--- config.mk ---
export PLATFORM = sky130hd
export DESIGN_NAME = cfgb_top
export DESIGN_NICKNAME = d
export VERILOG_FILES = /design/src/rtl/cfgb_pkg.sv /design/src/rtl/cfgb_dev_regs.sv /design/src/rtl/cfgb_glob_reg.sv /design/src/rtl/cfgb_aux_mux.sv /design/src/rtl/cfgb_top.sv
export SDC_FILE = /design/constraint.sdc
export NUM_CORES = 1
export LEC_CHECK = 0
export BUFFER_PORTS_ARGS = -buffer_cell sky130_fd_sc_hd__buf_2
export CAP_MARGIN = 20
export CORE_MARGIN = 8
export CORE_UTILIZATION = 55
export CTS_BUF_LIST = sky130_fd_sc_hd__clkbuf_16
export DETAILED_ROUTE_END_ITERATION = 8
export GPL_TIMING_DRIVEN = 0
export PLACE_DENSITY = 0.8
export SYNTH_ARGS = -nofsm -noshare
export SYNTH_HDL_FRONTEND = slang
export SYNTH_SLANG_ARGS = --single-unit
--- constraint.sdc ---
create_clock -name clk -period 4.45 [get_ports clk]
set_input_delay 0.2225 -clock clk [delete_from_list [all_inputs] [get_ports clk]]
set_output_delay 0.2225 -clock clk [all_outputs]
set_load 0.005 [all_outputs]
--- src/rtl/cfgb_pkg.sv ---
package cfgb_pkg;
    localparam int CFG_AW    = 8;
    localparam int CFG_DW    = 8;
    localparam int CFG_NDEV  = 3;
    localparam int CFG_BASE  = 2;
    localparam int CFG_GADDR = 5;
    localparam int FRZ_BIT   = 3;
    localparam int EN2_BIT   = 0;
    localparam int EN1_BIT   = 0;
    localparam int SEL_LSB   = 1;
    localparam int POL_BIT   = 3;
    localparam int CFG_NSRC  = 4;

    typedef struct packed {
        logic frz;
        logic en2;
    } glob_state_t;
endpackage

--- src/rtl/cfgb_dev_regs.sv ---
module cfgb_dev_regs #(
    parameter int NDEV = 3,
    parameter int DW   = 8,
    parameter int AW   = 8,
    parameter int BASE = 2
) (
    input  logic                     clk,
    input  logic                     rst,
    input  logic                     wr_en,
    input  logic [AW-1:0]            addr,
    input  logic [DW-1:0]            wdata,
    input  logic                     frz_i,
    input  logic                     rel_i,
    output logic [NDEV-1:0][DW-1:0]  stage_o,
    output logic [NDEV-1:0][DW-1:0]  live_o
);
    typedef struct packed {
        logic [NDEV-1:0][DW-1:0] stage;
        logic [NDEV-1:0][DW-1:0] live;
    } dev_state_t;

    dev_state_t st_d, st_q;
    logic [NDEV-1:0] hit;

    always_comb begin
        for (int i = 0; i < NDEV; i++) begin
            hit[i] = wr_en && (addr == AW'(BASE + i));
        end
    end

    always_comb begin
        st_d = st_q;
        for (int i = 0; i < NDEV; i++) begin
            if (hit[i]) begin
                st_d.stage[i] = wdata;
            end
        end
        if (rel_i) begin
            st_d.live = st_q.stage;
        end else if (!frz_i) begin
            for (int i = 0; i < NDEV; i++) begin
                if (hit[i]) begin
                    st_d.live[i] = wdata;
                end
            end
        end
    end

    always_ff @(posedge clk) begin
        if (rst) begin
            st_q <= '0;
        end else begin
            st_q <= st_d;
        end
    end

    assign stage_o = st_q.stage;
    assign live_o  = st_q.live;

    // Open writes land on the following edge.
    for (genvar g = 0; g < NDEV; g++) begin : g_chk
        p_open_write_r2: assert property (@(posedge clk) disable iff (rst)
            (wr_en && addr == AW'(BASE + g) && !frz_i && !rel_i)
            |=> (live_o[g] == $past(wdata)));
    end

    // While freeze is held, the live bytes do not move.
    p_frozen_stable_r3: assert property (@(posedge clk) disable iff (rst)
        (frz_i && !rel_i) |=> $stable(live_o));

    // A release delivers the staged bytes.
    p_release_copy_r4: assert property (@(posedge clk) disable iff (rst)
        rel_i |=> (live_o == $past(stage_o)));
endmodule

--- src/rtl/cfgb_glob_reg.sv ---
module cfgb_glob_reg
    import cfgb_pkg::*;
#(
    parameter int DW = 8
) (
    input  logic          clk,
    input  logic          rst,
    input  logic          wr_i,
    input  logic          frz_bit_i,
    input  logic          en2_bit_i,
    output logic          frz_o,
    output logic          en2_o,
    output logic          rel_o,
    output logic [DW-1:0] rdata_o
);
    glob_state_t g_d, g_q;

    always_comb begin
        g_d = g_q;
        if (wr_i) begin
            g_d.frz = frz_bit_i;
            g_d.en2 = en2_bit_i;
        end
    end

    always_ff @(posedge clk) begin
        if (rst) begin
            g_q <= '0;
        end else begin
            g_q <= g_d;
        end
    end

    assign frz_o = g_q.frz;
    assign en2_o = g_q.en2;
    assign rel_o = g_q.frz && !g_d.frz;

    always_comb begin
        rdata_o          = '0;
        rdata_o[FRZ_BIT] = g_q.frz;
        rdata_o[EN2_BIT] = g_q.en2;
    end
endmodule

--- src/rtl/cfgb_aux_mux.sv ---
module cfgb_aux_mux #(
    parameter int NSRC = 4
) (
    input  logic [NSRC-1:0]         src_i,
    input  logic [$clog2(NSRC)-1:0] sel_i,
    input  logic                    pol_i,
    output logic                    aux_o
);
    localparam int SELW = $clog2(NSRC);
    localparam logic [SELW-1:0] LOCK_IDX = SELW'(NSRC - 1);

    always_comb begin
        aux_o = src_i[sel_i];
        if (sel_i == LOCK_IDX) begin
            aux_o = src_i[sel_i] ^ pol_i;
        end
    end
endmodule

--- src/rtl/cfgb_top.sv ---
module cfgb_top
    import cfgb_pkg::*;
#(
    parameter int AW    = CFG_AW,
    parameter int DW    = CFG_DW,
    parameter int NDEV  = CFG_NDEV,
    parameter int BASE  = CFG_BASE,
    parameter int GADDR = CFG_GADDR,
    parameter int NSRC  = CFG_NSRC
) (
    input  logic               clk,
    input  logic               rst,
    input  logic [AW-1:0]      addr,
    input  logic [DW-1:0]      wdata,
    input  logic               wr_en,
    output logic [DW-1:0]      rdata,
    input  logic [NSRC-1:0]    src_in,
    output logic               aux_out,
    output logic               ctrl_port_en,
    output logic [NDEV*DW-1:0] dev_live
);
    localparam int SELW   = $clog2(NSRC);
    localparam int CFG_IX = NDEV - 1;

    logic [NDEV-1:0][DW-1:0] stage, live;
    logic [DW-1:0]           glob_rd;
    logic                    frz, en2, rel, glob_wr, mapped;

    assign glob_wr = wr_en && (addr == AW'(GADDR));

    cfgb_glob_reg #(.DW(DW)) u_glob (
        .clk       (clk),
        .rst       (rst),
        .wr_i      (glob_wr),
        .frz_bit_i (wdata[FRZ_BIT]),
        .en2_bit_i (wdata[EN2_BIT]),
        .frz_o     (frz),
        .en2_o     (en2),
        .rel_o     (rel),
        .rdata_o   (glob_rd)
    );

    cfgb_dev_regs #(.NDEV(NDEV), .DW(DW), .AW(AW), .BASE(BASE)) u_dev (
        .clk     (clk),
        .rst     (rst),
        .wr_en   (wr_en),
        .addr    (addr),
        .wdata   (wdata),
        .frz_i   (frz),
        .rel_i   (rel),
        .stage_o (stage),
        .live_o  (live)
    );

    cfgb_aux_mux #(.NSRC(NSRC)) u_aux (
        .src_i (src_in),
        .sel_i (live[CFG_IX][SEL_LSB +: SELW]),
        .pol_i (live[CFG_IX][POL_BIT]),
        .aux_o (aux_out)
    );

    assign ctrl_port_en = live[CFG_IX][EN1_BIT] && en2;
    assign dev_live     = live;

    always_comb begin
        rdata  = '0;
        mapped = 1'b0;
        for (int i = 0; i < NDEV; i++) begin
            if (addr == AW'(BASE + i)) begin
                rdata  = stage[i];
                mapped = 1'b1;
            end
        end
        if (addr == AW'(GADDR)) begin
            rdata  = glob_rd;
            mapped = 1'b1;
        end
    end

    // Writes to unmapped addresses leave all state alone.
    p_unmapped_ignored_r6: assert property (@(posedge clk) disable iff (rst)
        (wr_en && !mapped) |=> ($stable(dev_live) && $stable(frz) && $stable(en2)));
endmodule

==> metrics.cfg, run 1 <==
[yosys]
synthTopCellsByCount = 50 x dfxtp_1, 34 x nand2_1, 31 x a21oi_1
synthArstFlopShare_pct = 0
synthCells = 278
synth_seq_area_share_pct = 41.6
synth-edff-count = 0
synth_fp_nets = 301
synth_top_area_share_pct = 41.6
yosysUniqueCellTypes = 38
synth-main-ff-cell = dfxtp_1
syn_area_sq_um = 2400
synth_top_area_cell = dfxtp_1
ys_seq_elements = 50
synthTopCellsByArea = dfxtp_1 42%, mux2i_1 7.5%, a21oi_1 6.5%, a22oi_1 5.3%, nand2_1 5.3%
ys_warn_count = 0
yosysMostFrequentCell = dfxtp_1
synth_area_per_cell_sq_um = 8.65

[cts]
cts_tree = built
cts.clk_slew.worst_paths_ps = 60
cts_hold_buf = 0
clk_path_buf_depth = 2
cts_buffers = 5
cts-root-buf = clkbuf_16
clkLatencyLatePin_ps = 290
postCtsSetupBuffers = 0
cts_resized = 0
cts_max_level = 2
clkSinkCount = 50

[floorplan]
initial_core_util_pct = 56.0
die_h_microns = 82.1
ios = 57
die_w_microns = 82.1
dieArea_sq_um = 6740
core_sq_um = 4290
rows = 24

[global_route]
grtUsageTotal_pct = 21.3
grt_max_degree = 16
overflow = 0
grt_pass1_vias = 2301
grt_pass1_wl_microns = 11200
antenna_found_initial = 0

[sta]
slew_headroom_pct = 53.5
fmaxAchievable_mhz = 502
worst_hold_slack_ps = 223
drv_slew = 0
tightest_slew_ps = 697
hold_viol = 0
rsz0062_at_grt = no
min_period_ps = 1990
tns_ps = 0
fin_skew_ps = 3.56
period_share_pct = 44.8
setup_viol = 0

[route]
avgRoutedWirePerCell_microns = 17.8
drtAntennaViolNets = 0
firstDrtPassIters = 5
drt-initial-drc-count = 252
routed_wl_microns = 6990
drcViolationCount = 0
viasPerCell = 6.14
num_vias = 2414

[pwr]
vdd_ir_drop_max_uv = 172
cellPowerDensity_nw_per_um2 = 304
leakagePower_nw = 1.21
total_power_uw = 876
p_int_uw = 672
combPwrFrac_pct = 6.7
p_switching_uw = 204
p_seq_share_pct = 51.2
pwr-share-clk_pct = 42.1
switching_share_pct = 23.3

[layout]
drive_gt1_share_pct = 21.7
final_cells = 393
syn_to_final_growth_pct = 20.0
finish.utilization_pct = 67.2
final_nets = 363
n_antenna_cell = 0
num-fill-cells = 369

[critical_path]
cpMaxStageDelayCell = a2111oi_0
crit_chain = buf_2 > clkbuf_1 > clkbuf_1 > a221oi_1 > a2111oi_0 > buf_2
slowest_delay_ps = 400
arrival_ps = 1770
crit_path_end_kind = primary output
path_buf_inv = 4
crit_family = buffers and inverters
critPathRequiredTime_ps = 4230
start_kind = primary input
cp_max_fo = 10
crit_type = primary input to primary output

[job]
max_cap_viol_count = 0

[status]
outcome = finished, final reports clean

[place]
place.gp.congestion = 0.942
portBuffers = 55
dp.final_hpwl_microns = 5230
dpl.cell_count = 385

[worst_hold_path]
hold_path_class = primary input to flip-flop

==> final cells by class <==
class                   instances  area (sq um)  share of cell area, %
clock buffers                   5           125                   4.34
flip-flops and latches         50          1000                   34.7
inverters                       6          22.5                  0.781
multi-input cells             199          1280                   44.3
plain buffers                  23           101                   3.51
well taps                      52          65.1                   2.25
clock inverters                 3          16.3                  0.564
repair buffers                 55           275                   9.54
==> worst reg2reg max path, delay by kind of cell (launching register included) <==
family / cells / cell delay [ps]
and+or+nand+nor: 3 / 850
DFF: 1 / 470
buffers and inverters: 1 / 300
AOI/OAI and AO/OA: 1 / 260
==> stage by stage <==
| stage | setup WS, ps | area [sq um] |
|---|---|---|
| global placement | 2480 | 2740 |
| detailed placement | 2470 | 2740 |
| CTS | 2480 | 2890 |
| global route | 2240 | 2890 |
| floorplan | 2810 | 2400 |
| finish | 2460 | 2890 |
==> metal layers <==
| layer | track usage (%) | vias to the layer above | routed length, microns |
|---|---|---|---|
| li1 | - | 1151 | - |
| met1 | 25.3 | 1140 | 2890 |
| met2 | 36.8 | 108 | 3450 |
| met3 | 5.74 | 15 | 542 |
| met4 | 6.67 | 0 | 108 |
| met5 | 0 | - | 0 |
==> placed cells by master (no fill, tap or decap), drive strengths merged, types with 3 or more instances in the layout <==
cell type  count
a21oi         31
a221o          7
a22oi         17
and3           6
and3b          3
and4b          9
buf           63
clkbuf        20
dfxtp         50
inv            6
mux2i         18
nand2         34
nand2b         3
nand3          8
nand4          4
nor2          21
nor2b          3
o21ai         12
==> power by group through the flow <==
stage                     sequential, mW  clock [mW]  combinational (mW)
after floorplan                    0.458           0              0.0287
after global placement             0.458           0              0.0558
after detailed placement           0.458           0              0.0569
after CTS                          0.448       0.376              0.0574
after global routing               0.448       0.387              0.0644
final                              0.448       0.369              0.0588
==> worst paths after layout <==
| check | cells past startpoint | slack [ps] | to | startpoint |
|---|---|---|---|---|
| worst max-delay path | 6 | 2460 | rdata[3] | addr[0] |
| worst min-delay path | 3 | 220 | u_dev.live_o[11] | wr_en |
| worst max register to register | 5 | 2460 | u_dev.live_o[5] | u_glob.frz_o |
| worst min register to register | 2 | 450 | u_dev.live_o[22] | u_dev.live_o[22] |
==> flip-flops by register name (all words and copies together), names as in the netlist <==
signal	cells
u_dev.live_o	24
u_glob.en2_o	1
u_glob.frz_o	1
u_dev.stage_o	24
==> logic make-up after synthesis <==
family / share of synthesized area, %
multiplexers: 8.43
AND/OR/NAND/NOR: 24.1
flip-flops: 41.6
AO/OA/AOI/OAI: 20.4
XOR/XNOR: 0.364
buffers and inverters: 5.15
Power figures use the tool's default switching activity.
==> run 2: changes to the inputs <==
--- a/config.mk
+++ b/config.mk
@@ -8,11 +8,11 @@
 export BUFFER_PORTS_ARGS = -buffer_cell sky130_fd_sc_hd__buf_2
 export CAP_MARGIN = 20
 export CORE_MARGIN = 8
-export CORE_UTILIZATION = 55
+export CORE_UTILIZATION = 48
 export CTS_BUF_LIST = sky130_fd_sc_hd__clkbuf_16
 export DETAILED_ROUTE_END_ITERATION = 8
 export GPL_TIMING_DRIVEN = 0
-export PLACE_DENSITY = 0.8
+export PLACE_DENSITY = 0.73
 export SYNTH_ARGS = -nofsm -noshare
 export SYNTH_HDL_FRONTEND = slang
 export SYNTH_SLANG_ARGS = --single-unit
==> constraint.sdc (replaced) <==
create_clock -name clk -period 1.7 [get_ports clk]
set_input_delay 0.085 -clock clk [delete_from_list [all_inputs] [get_ports clk]]
set_output_delay 0.085 -clock clk [all_outputs]
set_load 0.005 [all_outputs]
==> run 2 against run 1 <==
  * Via count shrank 1.6%
  * Hold slack lost 140 ps
  * Clock power grew to 3.0 times the previous value
  * Largest power group unchanged
  * Critical path type unchanged
  * Highest routed layer unchanged
  * Core utilization shrank 5.0 points
  * Combinational power grew to 2.7 times the previous value
  * Critical endpoint unchanged
  * Final area grew 3.2%
  * Routed wire length grew 2.1%
  * Flip-flop and latch count is the same
  * Power grew to 2.8 times the previous value
==> metrics.cfg, run 2 (same netlist as run 1, synthesis figures left out) <==
[status]
outcome = finished, final reports clean

[critical_path]
cp_common_cell = buf_2
worstReg2RegStart = u_glob.frz_o
arrival_ps = 1590
crit_path_end_kind = primary output
critPathRequiredTime_ps = 1620
cpMaxStageDelayCell = a2111oi_0
slowest_delay_ps = 450
critPathLaunch = addr[0]
crit_type = primary input to primary output
crit_chain = buf_2 > clkbuf_1 > clkbuf_2 > a221oi_1 > a2111oi_0 > buf_2
path_buf_inv = 4
cp_max_fo = 10
crit_family = buffers and inverters
start_kind = primary input

[job]
max_cap_viol_count = 0

[floorplan]
rows = 25
die_w_microns = 86.8
initial_core_util_pct = 50.2
ios = 57
core_sq_um = 4790
die_h_microns = 86.8
dieArea_sq_um = 7530

[cts]
cts-root-buf = clkbuf_16
cts_hold_buf = 0
cts_max_level = 2
cts_buffers = 5
cts.clk_slew.worst_paths_ps = 60
clk_path_buf_depth = 2
clkSinkCount = 50
cts_tree = built
clkLatencyLatePin_ps = 290

[global_route]
grt_use_met3_pct = 4.54
grt_pass1_wl_microns = 11400
gr-usage-met2_pct = 30.3
antenna_found_initial = 0
busiest_layer = met2
met1_usage_pct = 24.3
overflow = 0
grt_pass1_vias = 2333
grt_max_degree = 16
grtUsageTotal_pct = 18.9

[layout]
final_nets = 366
final_cell_mix = 60 x buf_2, 49 x dfxtp_1, 34 x nand2_1
drive_gt1_share_pct = 24.4
n_antenna_cell = 0
num-fill-cells = 440
finish.utilization_pct = 62.2
syn_to_final_growth_pct = 23.9
final_common_cell = buf_2

[sta]
tightest_slew_ps = 714
min_period_ps = 1670
period_share_pct = 98.3
fmaxAchievable_mhz = 598
tns_ps = 0
setup_viol = 0
drv_slew = 0
slew_headroom_pct = 52.3
fin_skew_ps = 4.65
hold_viol = 0

[pwr]
cellPowerDensity_nw_per_um2 = 824
total_power_mw = 2.45
leakagePower_nw = 1.26
vdd_ir_drop_max_uv = 569

[route]
drtAntennaViolNets = 0
drcViolationCount = 0
viasPerCell = 5.78
firstDrtPassIters = 4
num_vias = 2375
drt-initial-drc-count = 220
routed_wl_microns = 7130
avgRoutedWirePerCell_microns = 17.3

[worst_hold_path]
hold_path_class = primary input to flip-flop
worst_hold_startpoint = wr_en

[place]
dp.final_hpwl_microns = 5240
place.gp.congestion = 0.949
portBuffers = 55

==> run 2: changes by cell type in the layout (fill, tap and decap cells not counted), sizes merged <==
cell,delta
buf,+4
clkinv,-2
bufinv,+1
clkbuf,-1
inv,+1
==> run 2: worst paths after layout <==
| check | end | slack [ps] | cells after the start |
|---|---|---|---|
| worst max-delay path | rdata[3] | 30 | 6 |
| worst min-delay path | u_dev.live_o[11] | 80 | 3 |
| worst max register to register | u_dev.live_o[7] | 80 | 6 |
| worst min register to register | u_dev.live_o[20] | 450 | 2 |
==> run 2: power breakdown <==
part           internal (mW)  total, mW  switching (mW)
clock                  0.689       1.12           0.435
combinational         0.0503      0.157           0.107
sequential              1.17       1.17         0.00102
==> run 2: final cells by class <==
cell class	instances	area, sq um	share of cell area [%]
plain buffers	22	108	3.61
flip-flops and latches	50	1000	33.7
clock buffers	5	125	4.20
multi-input cells	199	1280	43.1
repair buffers	59	309	10.4
inverters	6	22.5	0.756
clock inverters	3	41.3	1.39
well taps	67	83.8	2.82
==> run 2: what timing repair did <==
item | 4_1_cts | 5_1_grt
endpoints found under the setup margin | 19 | 18
resized for setup | 2 | 12
pin swaps | 2 | 1
gates cloned | 0 | 0
setup buffers | 2 | 2
==> run 2: tightest hold or removal path, cell delays in order <==
cell	delay, ps
buf_2	110
nand4_1	60
a21oi_1	60
==> run 2: layer usage <==
metal  vias up  wire (microns)
met5         -               0
met4         0              96
met2       114            3360
met3         9             690
met1      1100            2980
li1       1152               -
==> run 2: metrics by stage <==
step	cell area (sq um)	hold WS [ps]	std cells	setup WS (ps)
global route	2980	96.1	411	-16.4
CTS	2940	77.8	409	7.07
floorplan	2400	218	278	110
detailed placement	2760	380	400	-291
global placement	2760	380	400	-268
finish	2980	77.9	411	28.5
==> run 3: changes to the inputs <==
--- a/config.mk
+++ b/config.mk
@@ -8,11 +8,11 @@
 export BUFFER_PORTS_ARGS = -buffer_cell sky130_fd_sc_hd__buf_2
 export CAP_MARGIN = 20
 export CORE_MARGIN = 8
-export CORE_UTILIZATION = 48
+export CORE_UTILIZATION = 36
 export CTS_BUF_LIST = sky130_fd_sc_hd__clkbuf_16
 export DETAILED_ROUTE_END_ITERATION = 8
 export GPL_TIMING_DRIVEN = 0
-export PLACE_DENSITY = 0.73
+export PLACE_DENSITY = 0.57
 export SYNTH_ARGS = -nofsm -noshare
 export SYNTH_HDL_FRONTEND = slang
 export SYNTH_SLANG_ARGS = --single-unit
==> run 3 against run 2 <==
  * Clock power up 13%
  * Routed wire length grew 3.5%
  * Clock skew rose by 1.8 ps
  * Critical path depth is 1 lower
  * Setup slack improved by 44 ps
  * Global-route usage is 3.7 points lower
  * Largest power group is now clock
  * Highest routed layer unchanged
==> metrics.cfg, run 3 (same netlist as run 1, synthesis figures left out) <==
[route]
num_vias = 2345
avgRoutedWirePerCell_microns = 17.4
drtAntennaViolNets = 0
drt-initial-drc-count = 184
firstDrtPassIters = 5
drcViolationCount = 0
routed_wl_microns = 7380
viasPerCell = 5.54

[sta]
tightest_slew_ps = 724
period_share_pct = 95.7
fmaxAchievable_mhz = 615
rsz0062_at_grt = no
setup_viol = 0
slew_headroom_pct = 51.7
fin_skew_ps = 6.43
hold_viol = 0
min_period_ps = 1630
drv_slew = 0

[critical_path]
start_kind = primary input
crit_path_end_kind = primary output
arrival_ps = 1540
crit_type = primary input to primary output
critPathRequiredTime_ps = 1620
cp_max_fo = 7

[floorplan]
initial_core_util_pct = 37.4
core_sq_um = 6420
dieArea_sq_um = 9550
die_h_microns = 97.7
rows = 29
die_w_microns = 97.7
ios = 57

[pwr]
cellPowerDensity_nw_per_um2 = 857
p_seq_share_pct = 45.1
pwr-share-clk_pct = 48.7
switching_share_pct = 20.6
p_switching_uw = 536
combPwrFrac_pct = 6.1
vdd_ir_drop_max_uv = 472
leakagePower_nw = 1.28
p_int_mw = 2.06
total_power_mw = 2.60

[cts]
clkSinkCount = 50
clk_path_buf_depth = 2
cts_hold_buf = 0
cts-root-buf = clkbuf_16
cts_buffers = 5
cts_tree = built
cts.clk_slew.worst_paths_ps = 60
cts_max_level = 2
clkLatencyLatePin_ps = 290

[layout]
drive_gt1_share_pct = 25.4
final_common_cell = buf_2
n_antenna_cell = 0
finish.utilization_pct = 47.2
final_nets = 368
final_cell_mix = 60 x buf_2, 49 x dfxtp_1, 34 x nand2_1
syn_to_final_growth_pct = 26.0

[place]
portBuffers = 55
place.gp.congestion = 0.931
dp.final_hpwl_microns = 5570

[global_route]
grt_pass1_vias = 2306
grtUsageTotal_pct = 15.3
grt_pass1_wl_microns = 11900
grt_max_degree = 16
overflow = 0
antenna_found_initial = 0

[job]
max_cap_viol_count = 0

[status]
outcome = finished, final reports clean

[worst_hold_path]
hold_path_class = primary input to flip-flop

[run 3: repair_timing]
| action | CTS | global route |
|---|---|---|
| resized for setup | 5 | 9 |
| endpoints found under the setup margin | 20 | 28 |
| setup buffers | 3 | 3 |
| pin swaps | 2 | 0 |
[run 3: power by group through the flow]
stage                     Sequential [mW]  Clock [mW]  Combinational, mW
after global routing                 1.17        1.33              0.171
after CTS                            1.17        1.28              0.153
final                                1.17        1.27              0.159
after detailed placement             1.20           0              0.153
after floorplan                      1.20           0             0.0751
after global placement               1.20           0              0.152
[run 3: worst paths after layout]
| kind | from | endpoint | slack (ps) | depth (start not counted) |
|---|---|---|---|---|
| min | wr_en | u_dev.live_o[11] | 100 | 3 |
| max | addr[5] | rdata[7] | 70 | 5 |
| min reg2reg | u_dev.live_o[21] | u_dev.live_o[21] | 450 | 2 |
| max reg2reg | u_glob.frz_o | u_dev.live_o[0] | 120 | 5 |
[run 3: per-layer routing]
metal / share of wire, % / vias to the layer above / GRT usage, %
met3: 6.6 / 11 / 3.94
met2: 47 / 93 / 24.8
met5: 0 / - / 0
met4: 1.3 / 0 / 3.48
li1: - / 1162 / -
met1: 46 / 1079 / 19.7
[run 3: metrics by stage]
stage               setup WS, ps  TNS [ps]  cell area [sq um]  std cells  hold slack (ps)
floorplan                    110         0               2400        278              218
global placement            -253     -5970               2780        410              396
detailed placement          -258     -6090               2780        410              389
CTS                         36.7         0               2990        420             85.1
global route                20.9         0               3030        423              121
finish                      72.7         0               3030        423             96.4
[run 3: cell type report]
class / instances / area [sq um]
Fill cell: 622 / 3390
Multi-Input combinational cell: 199 / 1290
Sequential cell: 50 / 1000
Timing Repair Buffer: 61 / 320
Clock buffer: 5 / 125
Buffer: 22 / 109
Tap cell: 77 / 96.3
Clock inverter: 3 / 63.8
Inverter: 6 / 22.5
[run 3: worst max-delay path: stages]
cell    delay, ps
buf_2         110
or4_4         570
nor2_1        380
and3_1        260
buf_2         120
